$ cat config.mk
export PLATFORM = sky130hd
export DESIGN_NAME = uart_rx_errstat
export DESIGN_NICKNAME = d
export VERILOG_FILES = /design/src/rtl/uart_rxerr_pkg.sv /design/src/rtl/rxerr_rstsync.sv /design/src/rtl/rxerr_fifo.sv /design/src/rtl/rxerr_status.sv /design/src/rtl/rxerr_bus.sv /design/src/rtl/uart_rx_errstat.sv
export SDC_FILE = /design/constraint.sdc
export NUM_CORES = 1
export LEC_CHECK = 0
export ABC_AREA = 1
export BUFFER_PORTS_ARGS = -buffer_cell sky130_fd_sc_hd__buf_4
export CORE_ASPECT_RATIO = 1.1
export CORE_UTILIZATION = 50
export CTS_CLUSTER_SIZE = 10
export DETAILED_ROUTE_END_ITERATION = 12
export GPL_TIMING_DRIVEN = 0
export PLACE_DENSITY_LB_ADDON = 0.15
export SETUP_SLACK_MARGIN = 0.1
export SLEW_MARGIN = 10
export SYNTH_ARGS = -nofsm -noshare
export SYNTH_HDL_FRONTEND = slang
export SYNTH_HIERARCHICAL = 1
export SYNTH_SLANG_ARGS = --single-unit
$ cat constraint.sdc
create_clock -name clk -period 2.35 [get_ports clk]
set_input_delay 0.1175 -clock clk [delete_from_list [all_inputs] [get_ports clk]]
set_output_delay 0.1175 -clock clk [all_outputs]
set_load 0.03 [all_outputs]
$ cat src/rtl/uart_rxerr_pkg.sv
package uart_rxerr_pkg;

  typedef struct packed {
    logic       brk;
    logic       par;
    logic       frm;
    logic [7:0] data;
  } rx_char_t;

  localparam int unsigned OFS_DATA = 32'h000;
  localparam int unsigned OFS_STAT = 32'h004;

  // status bit positions
  localparam int unsigned ST_FRM = 0;
  localparam int unsigned ST_PAR = 1;
  localparam int unsigned ST_BRK = 2;
  localparam int unsigned ST_OVR = 3;

  // data word: flags start above the byte
  localparam int unsigned DW_FLAG_LSB = 8;

endpackage

$ cat src/rtl/rxerr_rstsync.sv
module rxerr_rstsync #(
  parameter int unsigned STAGES = 2
) (
  input  logic clk,
  input  logic rst_n,
  output logic rst_sync_n
);

  logic [STAGES-1:0] sync_q;

  always_ff @(posedge clk or negedge rst_n) begin
    if (!rst_n) begin
      sync_q <= '0;
    end else begin
      sync_q <= {sync_q[STAGES-2:0], 1'b1};
    end
  end

  assign rst_sync_n = sync_q[STAGES-1];

endmodule

$ cat src/rtl/rxerr_fifo.sv
module rxerr_fifo
  import uart_rxerr_pkg::*;
#(
  parameter int unsigned DEPTH = 16
) (
  input  logic     clk,
  input  logic     rst_n,
  input  logic     push_req,
  input  rx_char_t push_entry,
  input  logic     pop,
  output rx_char_t head_entry,
  output logic     empty,
  output logic     full,
  output logic     ovr_det
);

  localparam int unsigned PTR_W = (DEPTH > 1) ? $clog2(DEPTH) : 1;
  localparam int unsigned CNT_W = $clog2(DEPTH + 1);
  localparam logic [PTR_W-1:0] PTR_LAST = PTR_W'(DEPTH - 1);
  localparam logic [CNT_W-1:0] CNT_FULL = CNT_W'(DEPTH);

  rx_char_t         slot_q [DEPTH];
  logic [PTR_W-1:0] wr_ptr_q, wr_ptr_d;
  logic [PTR_W-1:0] rd_ptr_q, rd_ptr_d;
  logic [CNT_W-1:0] cnt_q, cnt_d;
  logic             push;
  logic             do_pop;

  assign full    = (cnt_q == CNT_FULL);
  assign empty   = (cnt_q == '0);
  // fullness is judged before any pop in the same cycle
  assign push    = push_req & ~full;
  assign ovr_det = push_req & full;
  assign do_pop  = pop & ~empty;

  always_comb begin
    wr_ptr_d = wr_ptr_q;
    rd_ptr_d = rd_ptr_q;
    cnt_d    = cnt_q;
    if (push) begin
      wr_ptr_d = (wr_ptr_q == PTR_LAST) ? '0 : wr_ptr_q + 1'b1;
    end
    if (do_pop) begin
      rd_ptr_d = (rd_ptr_q == PTR_LAST) ? '0 : rd_ptr_q + 1'b1;
    end
    case ({push, do_pop})
      2'b10:   cnt_d = cnt_q + 1'b1;
      2'b01:   cnt_d = cnt_q - 1'b1;
      default: cnt_d = cnt_q;
    endcase
  end

  always_ff @(posedge clk or negedge rst_n) begin
    if (!rst_n) begin
      wr_ptr_q <= '0;
      rd_ptr_q <= '0;
      cnt_q    <= '0;
    end else begin
      if (push) begin
        wr_ptr_q <= wr_ptr_d;
      end
      if (do_pop) begin
        rd_ptr_q <= rd_ptr_d;
      end
      if (push | do_pop) begin
        cnt_q <= cnt_d;
      end
    end
  end

  // storage: datapath only, no reset
  always_ff @(posedge clk) begin
    for (int i = 0; i < DEPTH; i++) begin
      if (push && (wr_ptr_q == PTR_W'(i))) begin
        slot_q[i] <= push_entry;
      end
    end
  end

  assign head_entry = slot_q[rd_ptr_q];

endmodule

$ cat src/rtl/rxerr_status.sv
module rxerr_status (
  input  logic clk,
  input  logic rst_n,
  input  logic pop,
  input  logic pop_frm,
  input  logic pop_par,
  input  logic pop_brk,
  input  logic ovr_det,
  input  logic clr,
  output logic frm_q,
  output logic par_q,
  output logic brk_q,
  output logic ovr_q,
  output logic ovr_live
);

  logic [2:0] chr_d;
  logic       chr_en;
  logic       ovr_d;
  logic       ovr_en;

  always_comb begin
    chr_en = pop | clr;
    // a popped character's flags win over a clear
    chr_d  = pop ? {pop_brk, pop_par, pop_frm} : 3'b000;
    ovr_en = clr | ovr_det;
    // a clear wins over a fresh detection
    ovr_d  = ~clr;
  end

  always_ff @(posedge clk or negedge rst_n) begin
    if (!rst_n) begin
      frm_q <= 1'b0;
      par_q <= 1'b0;
      brk_q <= 1'b0;
      ovr_q <= 1'b0;
    end else begin
      if (chr_en) begin
        {brk_q, par_q, frm_q} <= chr_d;
      end
      if (ovr_en) begin
        ovr_q <= ovr_d;
      end
    end
  end

  // visible in the detection cycle itself
  assign ovr_live = ovr_q | ovr_det;

endmodule

$ cat src/rtl/rxerr_bus.sv
module rxerr_bus
  import uart_rxerr_pkg::*;
#(
  parameter int unsigned ADDR_W = 12,
  parameter int unsigned BUS_W  = 32
) (
  input  logic              bus_en,
  input  logic              bus_we,
  input  logic [ADDR_W-1:0] bus_addr,
  input  rx_char_t          head_entry,
  input  logic              empty,
  input  logic              frm_q,
  input  logic              par_q,
  input  logic              brk_q,
  input  logic              ovr_live,
  output logic              pop,
  output logic              clr,
  output logic [BUS_W-1:0]  bus_rdata
);

  localparam logic [ADDR_W-1:0] A_DATA = ADDR_W'(OFS_DATA);
  localparam logic [ADDR_W-1:0] A_STAT = ADDR_W'(OFS_STAT);

  logic hit_data;
  logic hit_stat;
  logic rd_data;
  logic rd_stat;

  assign hit_data = bus_en & (bus_addr == A_DATA);
  assign hit_stat = bus_en & (bus_addr == A_STAT);
  assign rd_data  = hit_data & ~bus_we;
  assign rd_stat  = hit_stat & ~bus_we;
  assign pop      = rd_data & ~empty;
  assign clr      = hit_stat & bus_we;

  always_comb begin
    bus_rdata = '0;
    if (pop) begin
      bus_rdata[7:0]                  = head_entry.data;
      bus_rdata[DW_FLAG_LSB + ST_FRM] = head_entry.frm;
      bus_rdata[DW_FLAG_LSB + ST_PAR] = head_entry.par;
      bus_rdata[DW_FLAG_LSB + ST_BRK] = head_entry.brk;
      bus_rdata[DW_FLAG_LSB + ST_OVR] = ovr_live;
    end else if (rd_stat) begin
      bus_rdata[ST_FRM] = frm_q;
      bus_rdata[ST_PAR] = par_q;
      bus_rdata[ST_BRK] = brk_q;
      bus_rdata[ST_OVR] = ovr_live;
    end
  end

endmodule

$ cat src/rtl/uart_rx_errstat.sv
module uart_rx_errstat
  import uart_rxerr_pkg::*;
#(
  parameter int unsigned DEPTH       = 16,
  parameter int unsigned ADDR_W      = 12,
  parameter int unsigned BUS_W       = 32,
  parameter int unsigned SYNC_STAGES = 2
) (
  input  logic              clk,
  input  logic              rst_n,
  input  logic              rx_valid,
  input  logic [7:0]        rx_data,
  input  logic              rx_frm_err,
  input  logic              rx_par_err,
  input  logic              rx_brk,
  input  logic              bus_en,
  input  logic              bus_we,
  input  logic [ADDR_W-1:0] bus_addr,
  input  logic [BUS_W-1:0]  bus_wdata,
  output logic [BUS_W-1:0]  bus_rdata
);

  logic     rst_sync_n;
  rx_char_t in_entry;
  rx_char_t head_entry;
  logic     empty;
  logic     full;
  logic     ovr_det;
  logic     pop;
  logic     clr;
  logic     frm_q;
  logic     par_q;
  logic     brk_q;
  logic     ovr_q;
  logic     ovr_live;
  logic     unused_wdata;

  // the clear field ignores the written value
  assign unused_wdata = ^bus_wdata;

  assign in_entry = '{brk: rx_brk, par: rx_par_err, frm: rx_frm_err, data: rx_data};

  rxerr_rstsync #(.STAGES(SYNC_STAGES)) u_rst (
    .clk        (clk),
    .rst_n      (rst_n),
    .rst_sync_n (rst_sync_n)
  );

  rxerr_fifo #(.DEPTH(DEPTH)) u_fifo (
    .clk        (clk),
    .rst_n      (rst_sync_n),
    .push_req   (rx_valid),
    .push_entry (in_entry),
    .pop        (pop),
    .head_entry (head_entry),
    .empty      (empty),
    .full       (full),
    .ovr_det    (ovr_det)
  );

  rxerr_status u_stat (
    .clk      (clk),
    .rst_n    (rst_sync_n),
    .pop      (pop),
    .pop_frm  (head_entry.frm),
    .pop_par  (head_entry.par),
    .pop_brk  (head_entry.brk),
    .ovr_det  (ovr_det),
    .clr      (clr),
    .frm_q    (frm_q),
    .par_q    (par_q),
    .brk_q    (brk_q),
    .ovr_q    (ovr_q),
    .ovr_live (ovr_live)
  );

  rxerr_bus #(.ADDR_W(ADDR_W), .BUS_W(BUS_W)) u_bus (
    .bus_en     (bus_en),
    .bus_we     (bus_we),
    .bus_addr   (bus_addr),
    .head_entry (head_entry),
    .empty      (empty),
    .frm_q      (frm_q),
    .par_q      (par_q),
    .brk_q      (brk_q),
    .ovr_live   (ovr_live),
    .pop        (pop),
    .clr        (clr),
    .bus_rdata  (bus_rdata)
  );

endmodule

Word level (Yosys, flattened, before mapping):

Memory sizes are Yosys's and may differ from the RTL's.
Index checks and enable logic that the tools add are counted.

* register bits after elaboration: 19
* latch bits: 0
* bits in writable memories: 176
* bits in read-only memories: 0
* output and inout bits: 32
* memories kept: 1

* add/sub/neg operators: 4
* multipliers: 0
* div/mod/pow operators: 0
* magnitude comparators: 0
* eq/ne operators: 20
* shift-type cells: 0
* muxes and demuxes: 84
* bitwise gates (word level): 17
* reduce and logical (&&, ||, !) cells: 36

Memory list
* u_fifo.slot_q: words 16, bits a word 11, read ports 1, clocked after memory_dff 0, write ports 1, line rxerr_fifo.sv:22 `rx_char_t slot_q [DEPTH];`

Operators with widths (count)
* two-way mux 11 bit: 15
* OR reduction 11 bit: 15
* two-way mux 4 bit: 19
* two-way mux 1 bit: 47
* == test 4 bit (second input constant): 9
* == test 4 x 3 -> 1 bit (second input constant): 4
* logical AND 1 bit: 16
* == test 12 x 3 -> 1 bit (second input constant): 1
* logical NOT 12 bit: 1
* case mux 5 bit (2 select lines): 1
* AND 1 bit: 9
* adder 4 x 1 -> 4 bit (second input constant): 2
* == test 4 x 2 -> 1 bit (second input constant): 2
* two-way mux 8 bit: 1
* adder 5 x 1 -> 5 bit (second input constant): 1
* == test 5 bit (second input constant): 1
* logical NOT 5 bit: 1
* subtractor 5 x 1 -> 5 bit (second input constant): 1
* == test 4 x 1 -> 1 bit (second input constant): 1
* logical NOT 4 bit: 1
* NOT 1 bit: 4
* OR 1 bit: 4
* two-way mux 3 bit: 1
* == test 2 x 1 -> 1 bit (second input constant): 1
* 3 further kinds: 3

Depth between registers and ports, before layout:

* word-level depth: 22
* gate-level depth with buffers: 19

Modules after synthesis:

The synthesis kept the hierarchy.

Modules (own cells, without submodules)
* rxerr_fifo: times used 1, cells an instance 822, area each 8356.8 um^2
* rxerr_bus: times used 1, cells an instance 73, area each 386.6 um^2
* rxerr_status: times used 1, cells an instance 18, area each 156.4 um^2
* rxerr_rstsync: times used 1, cells an instance 3, area each 53.8 um^2

Worst setup path before layout:

Ideal clock, no wire load.

* kind: reg2reg
* from: reg u_fifo.cnt_q[1]
* to: reg u_fifo.cnt_q[4]
* data arrival time: 2.192 ns
* data required time: 2.233 ns
* setup slack: 0.041 ns
* stages on the path, launching flop included: 19
* period minus slack after synthesis: 2.309 ns
* path through: dfrtp_1 -> nor2_1 -> nand4_1 -> inv_1 -> nor2_1 -> nand2_1 -> nor2_1 -> nand2_2 -> inv_2 -> nand2_1 -> inv_1 -> ha_1 -> fa_1 -> nand2_1 -> nand3_1 -> nand3_1 -> nand2_1 -> nand2_1 -> nand2_1

* word-level cells in the longest chain between the ends: 7
* elaborated cells on any way between the ends: 15

RTL lines
* start: declaration: line rxerr_fifo.sv:25 `logic [CNT_W-1:0] cnt_q, cnt_d;`
* start signal: assignment: line rxerr_fifo.sv:66 `cnt_q <= cnt_d;`
* logical NOT 5 bit *: line rxerr_fifo.sv:30 `assign empty = (cnt_q == '0);`
* via empty: line uart_rx_errstat.sv:26 `logic empty;`
* NOT 1 bit *: line rxerr_bus.sv:33 `assign pop = rd_data & ~empty;`
* AND 1 bit *: line rxerr_bus.sv:33
* via pop: line uart_rx_errstat.sv:29 `logic pop;`
* AND 1 bit *: line rxerr_fifo.sv:34 `assign do_pop = pop & ~empty;`
* via u_fifo.do_pop: line rxerr_fifo.sv:27 `logic do_pop;`
* == test 2 bit / == test 2 x 1 -> 1 bit (equally long branches): line rxerr_fifo.sv:46 `case ({push, do_pop})`
* nonzero test 2 bit (no line)
* AND reduction 2 bit (no line)

The timed path passes the listed nets; every way through them passes the cells marked *.
A chain may end at the register's enable or synchronous reset.

==> flow_metrics.env <==
export IMPL_status="finished clean"
export IMPL_crit_chain="buf_6 > inv_8 > buf_12 > buf_6 > nand2_2 > nand3_2 > nand2_1 > nor2_1 > nand2_1 > nand2_2 > inv_2 > nor2_4 > buf_6"
export IMPL_path_delay_family="buffers and inverters"
export IMPL_fin_crit_ns=2.273
export IMPL_ctsHtreeMaxLevel=4
export IMPL_start_kind="register"
export IMPL_dr_pass1_iters=5
export IMPL_cp_max_fo=8
export IMPL_use_met1=0.3360
export IMPL_power_density_mw_per_mm2=728.1
export IMPL_core_mm2=0.01727
export IMPL_irDropWorstVdd_v=0.0005380
export IMPL_totalWireLength_mm=21.77
export IMPL_wire_per_inst_um=17.22
export IMPL_netlist_area_mm2=0.008950
export IMPL_grt_util_met3=0.04323
export IMPL_grt_busiest_layer="met2"
export IMPL_grt_use_total=0.2382
export IMPL_max_slew_worst_pin_slew_ns=0.9067
export IMPL_crit_type="reg2out"
export IMPL_start_util=0.5183
export IMPL_die_y_um=142.3
export IMPL_syn_inst=915
export IMPL_clkSlewWorstSetupHoldPaths_ns=0.07
export IMPL_yosysWarnings=6
export IMPL_io_pins=92
export IMPL_min_from="rx_valid"
export IMPL_root_buffer="clkbuf_16"
export IMPL_min_path_cells=5
export IMPL_place_hpwl_mm=13.69
export IMPL_min_to="u_stat/ovr_q$_DFFE_PN0P_"
export IMPL_dr_first_iter_drc_count=568
export IMPL_nNetsFinal=1087
export IMPL_numCtsBuffers=17
export IMPL_slew_headroom=0.3933
export IMPL_gr_total_overflow=0
export IMPL_timing_final_crit_share=0.9672
export IMPL_setup_viol=0
export IMPL_finalSetupTns_ns=0
export IMPL_fmax_mhz=440.0
export IMPL_grtUsageMet2=0.3788
export IMPL_die_w_um=129.6
export IMPL_num_rows=50
export IMPL_rr_startpoint="u_fifo/cnt_q[4]$_DFFE_PN0P_"
export IMPL_total_leakage_power_nw=4.658
export IMPL_route_vias_total=6284
export IMPL_fin_cells=1264
export IMPL_grt_max_degree=18
export IMPL_rrSetupSlack_ns=0.11
export IMPL_grt_pass1_vias=5582
export IMPL_fillCellCount=1403
export IMPL_rr_worst_depth=6
export IMPL_drive_above_1_share=0.2573
export IMPL_cts_tree="done"
export IMPL_clkLatencyLatePin_ns=0.43
export IMPL_timing_hold_violations_final=0
export IMPL_grt_pass1_wl_mm=31.24
export IMPL_area_growth_pct=23.50
export IMPL_post_place_cells=1207
export IMPL_clockBufferDepth=2
export IMPL_cp_num_cells=13
export IMPL_crit_path_end_kind="primary output"
export IMPL_portBuffers=39
export IMPL_avgViaCountPerCell=4.972
export IMPL_drc=0
export IMPL_ant_nets=0
export IMPL_min_path_type="in2reg"
export IMPL_crit_slowest_cell="dfrtp_1"
export IMPL_slew_violations=0
export IMPL_worstPathArrival_ns=2.16
export IMPL_critPathRequiredTime_ns=2.23
export IMPL_total_power_mw=8.048
export IMPL_cp_common_cell="buf_6"
export IMPL_maxCapViolCount=0
export IMPL_syn_avg_cell_area_um2=9.781
export IMPL_antenna_found_initial=0
export IMPL_num_antenna_cells=0
export IMPL_cpPeakStageDelay_ns=0.40
export IMPL_clock_sinks=195
export IMPL_rsz0062_at_grt="yes"
export IMPL_fp_dieArea_mm2=0.01844
export IMPL_place_congestion=0.8890
export IMPL_skew_ns=0.006987
export IMPL_r2r_end="u_fifo/slot_q[4][3]$_DFFE_PP_"
export IMPL_cp_num_buf_inv=6
[cells in the final DEF, fill, tap and decap left out, types with 21 or more instances in the layout]
cell type / instances
nor2_2: 25
conb_1: 21
clkbuf_16: 24
nand2_1: 305
inv_1: 93
buf_4: 69
nor2_1: 59
edfxtp_1: 176
nand2_2: 40
nand3_1: 64
nor2_4: 21
[cell type report]
type | count | area (um2) | area share
Buffer | 55 | 559.3 | 0.05060
Clock buffer | 17 | 425.4 | 0.03849
Clock inverter | 15 | 107.6 | 0.009735
Inverter | 103 | 399.1 | 0.03611
Multi-Input combinational cell | 581 | 2865 | 0.2592
Sequential cell | 195 | 5762 | 0.5213
Tap cell | 234 | 292.8 | 0.02649
Timing Repair Buffer | 64 | 641.9 | 0.05807
[metal layers]
metal  wire length [um]  up-vias
li1                   -     3082
met1               9508     2949
met2              10500      228
met3               1451       25
met4                303        0
met5                  0        -
[through the flow]
stage | cell area (um2) | utilization | hold slack [ns] | worst slack [ns]
after global routing | 11050 | 0.6401 | 0.03161 | -0.04664
after detailed placement | 9612 | 0.5567 | -0.09558 | -0.2112
after global placement | 9612 | 0.5567 | -0.09873 | -0.2048
final | 11050 | 0.6401 | 0.03101 | 0.07717
after floorplan | 9026 | - | -0.1781 | 0.1227
after CTS | 10370 | 0.6007 | 0.01549 | 0.02430
[flip-flops by register name (all words and copies together), names as in the netlist]
name	cells
u_fifo/rd_ptr_q	4
u_fifo/slot_q	176
u_stat/par_q	1
u_stat/frm_q	1
u_stat/brk_q	1
u_fifo/wr_ptr_q	4
u_stat/ovr_q	1
u_rst/sync_q	2
u_fifo/cnt_q	5
[worst max-delay path by stage]
stage,to,slack (ns),start
floorplan,u_fifo/cnt_q[4]$_DFFE_PN0P_,0.12,u_fifo/cnt_q[1]$_DFFE_PN0P_
global placement,u_fifo/cnt_q[4]$_DFFE_PN0P_,-0.20,u_fifo/cnt_q[1]$_DFFE_PN0P_
detailed placement,u_fifo/cnt_q[4]$_DFFE_PN0P_,-0.21,u_fifo/cnt_q[1]$_DFFE_PN0P_
CTS,u_fifo/cnt_q[4]$_DFFE_PN0P_,0.02,u_fifo/cnt_q[3]$_DFFE_PN0P_
global route,u_fifo/cnt_q[4]$_DFFE_PN0P_,-0.05,u_fifo/cnt_q[1]$_DFFE_PN0P_
finish,bus_rdata[4],0.08,u_fifo/rd_ptr_q[0]$_DFFE_PN0P_
[where the power goes]
part	leakage, nW	switching, mW	internal [mW]
clock network	0.253	1.28	1.36
logic	2.58	0.797	0.385
registers	1.83	0.118	4.11
[worst reg2reg max path: stages, from the launching register on]
cell     delay (ns)
dfrtp_1        0.41
buf_4          0.15
nand4_1        0.12
nand2_2        0.16
inv_1          0.16
nand2_1        0.29
nor2_2         0.60
[what timing repair did]
item,CTS,global route
buffers inserted,8,8
hold buffers,2,0
setup endpoints to repair,180,48
hold endpoints to repair,2,0
pin swaps,4,57
gates resized for setup,47,135
gates cloned,0,7
(Power assumes the default switching activity.)
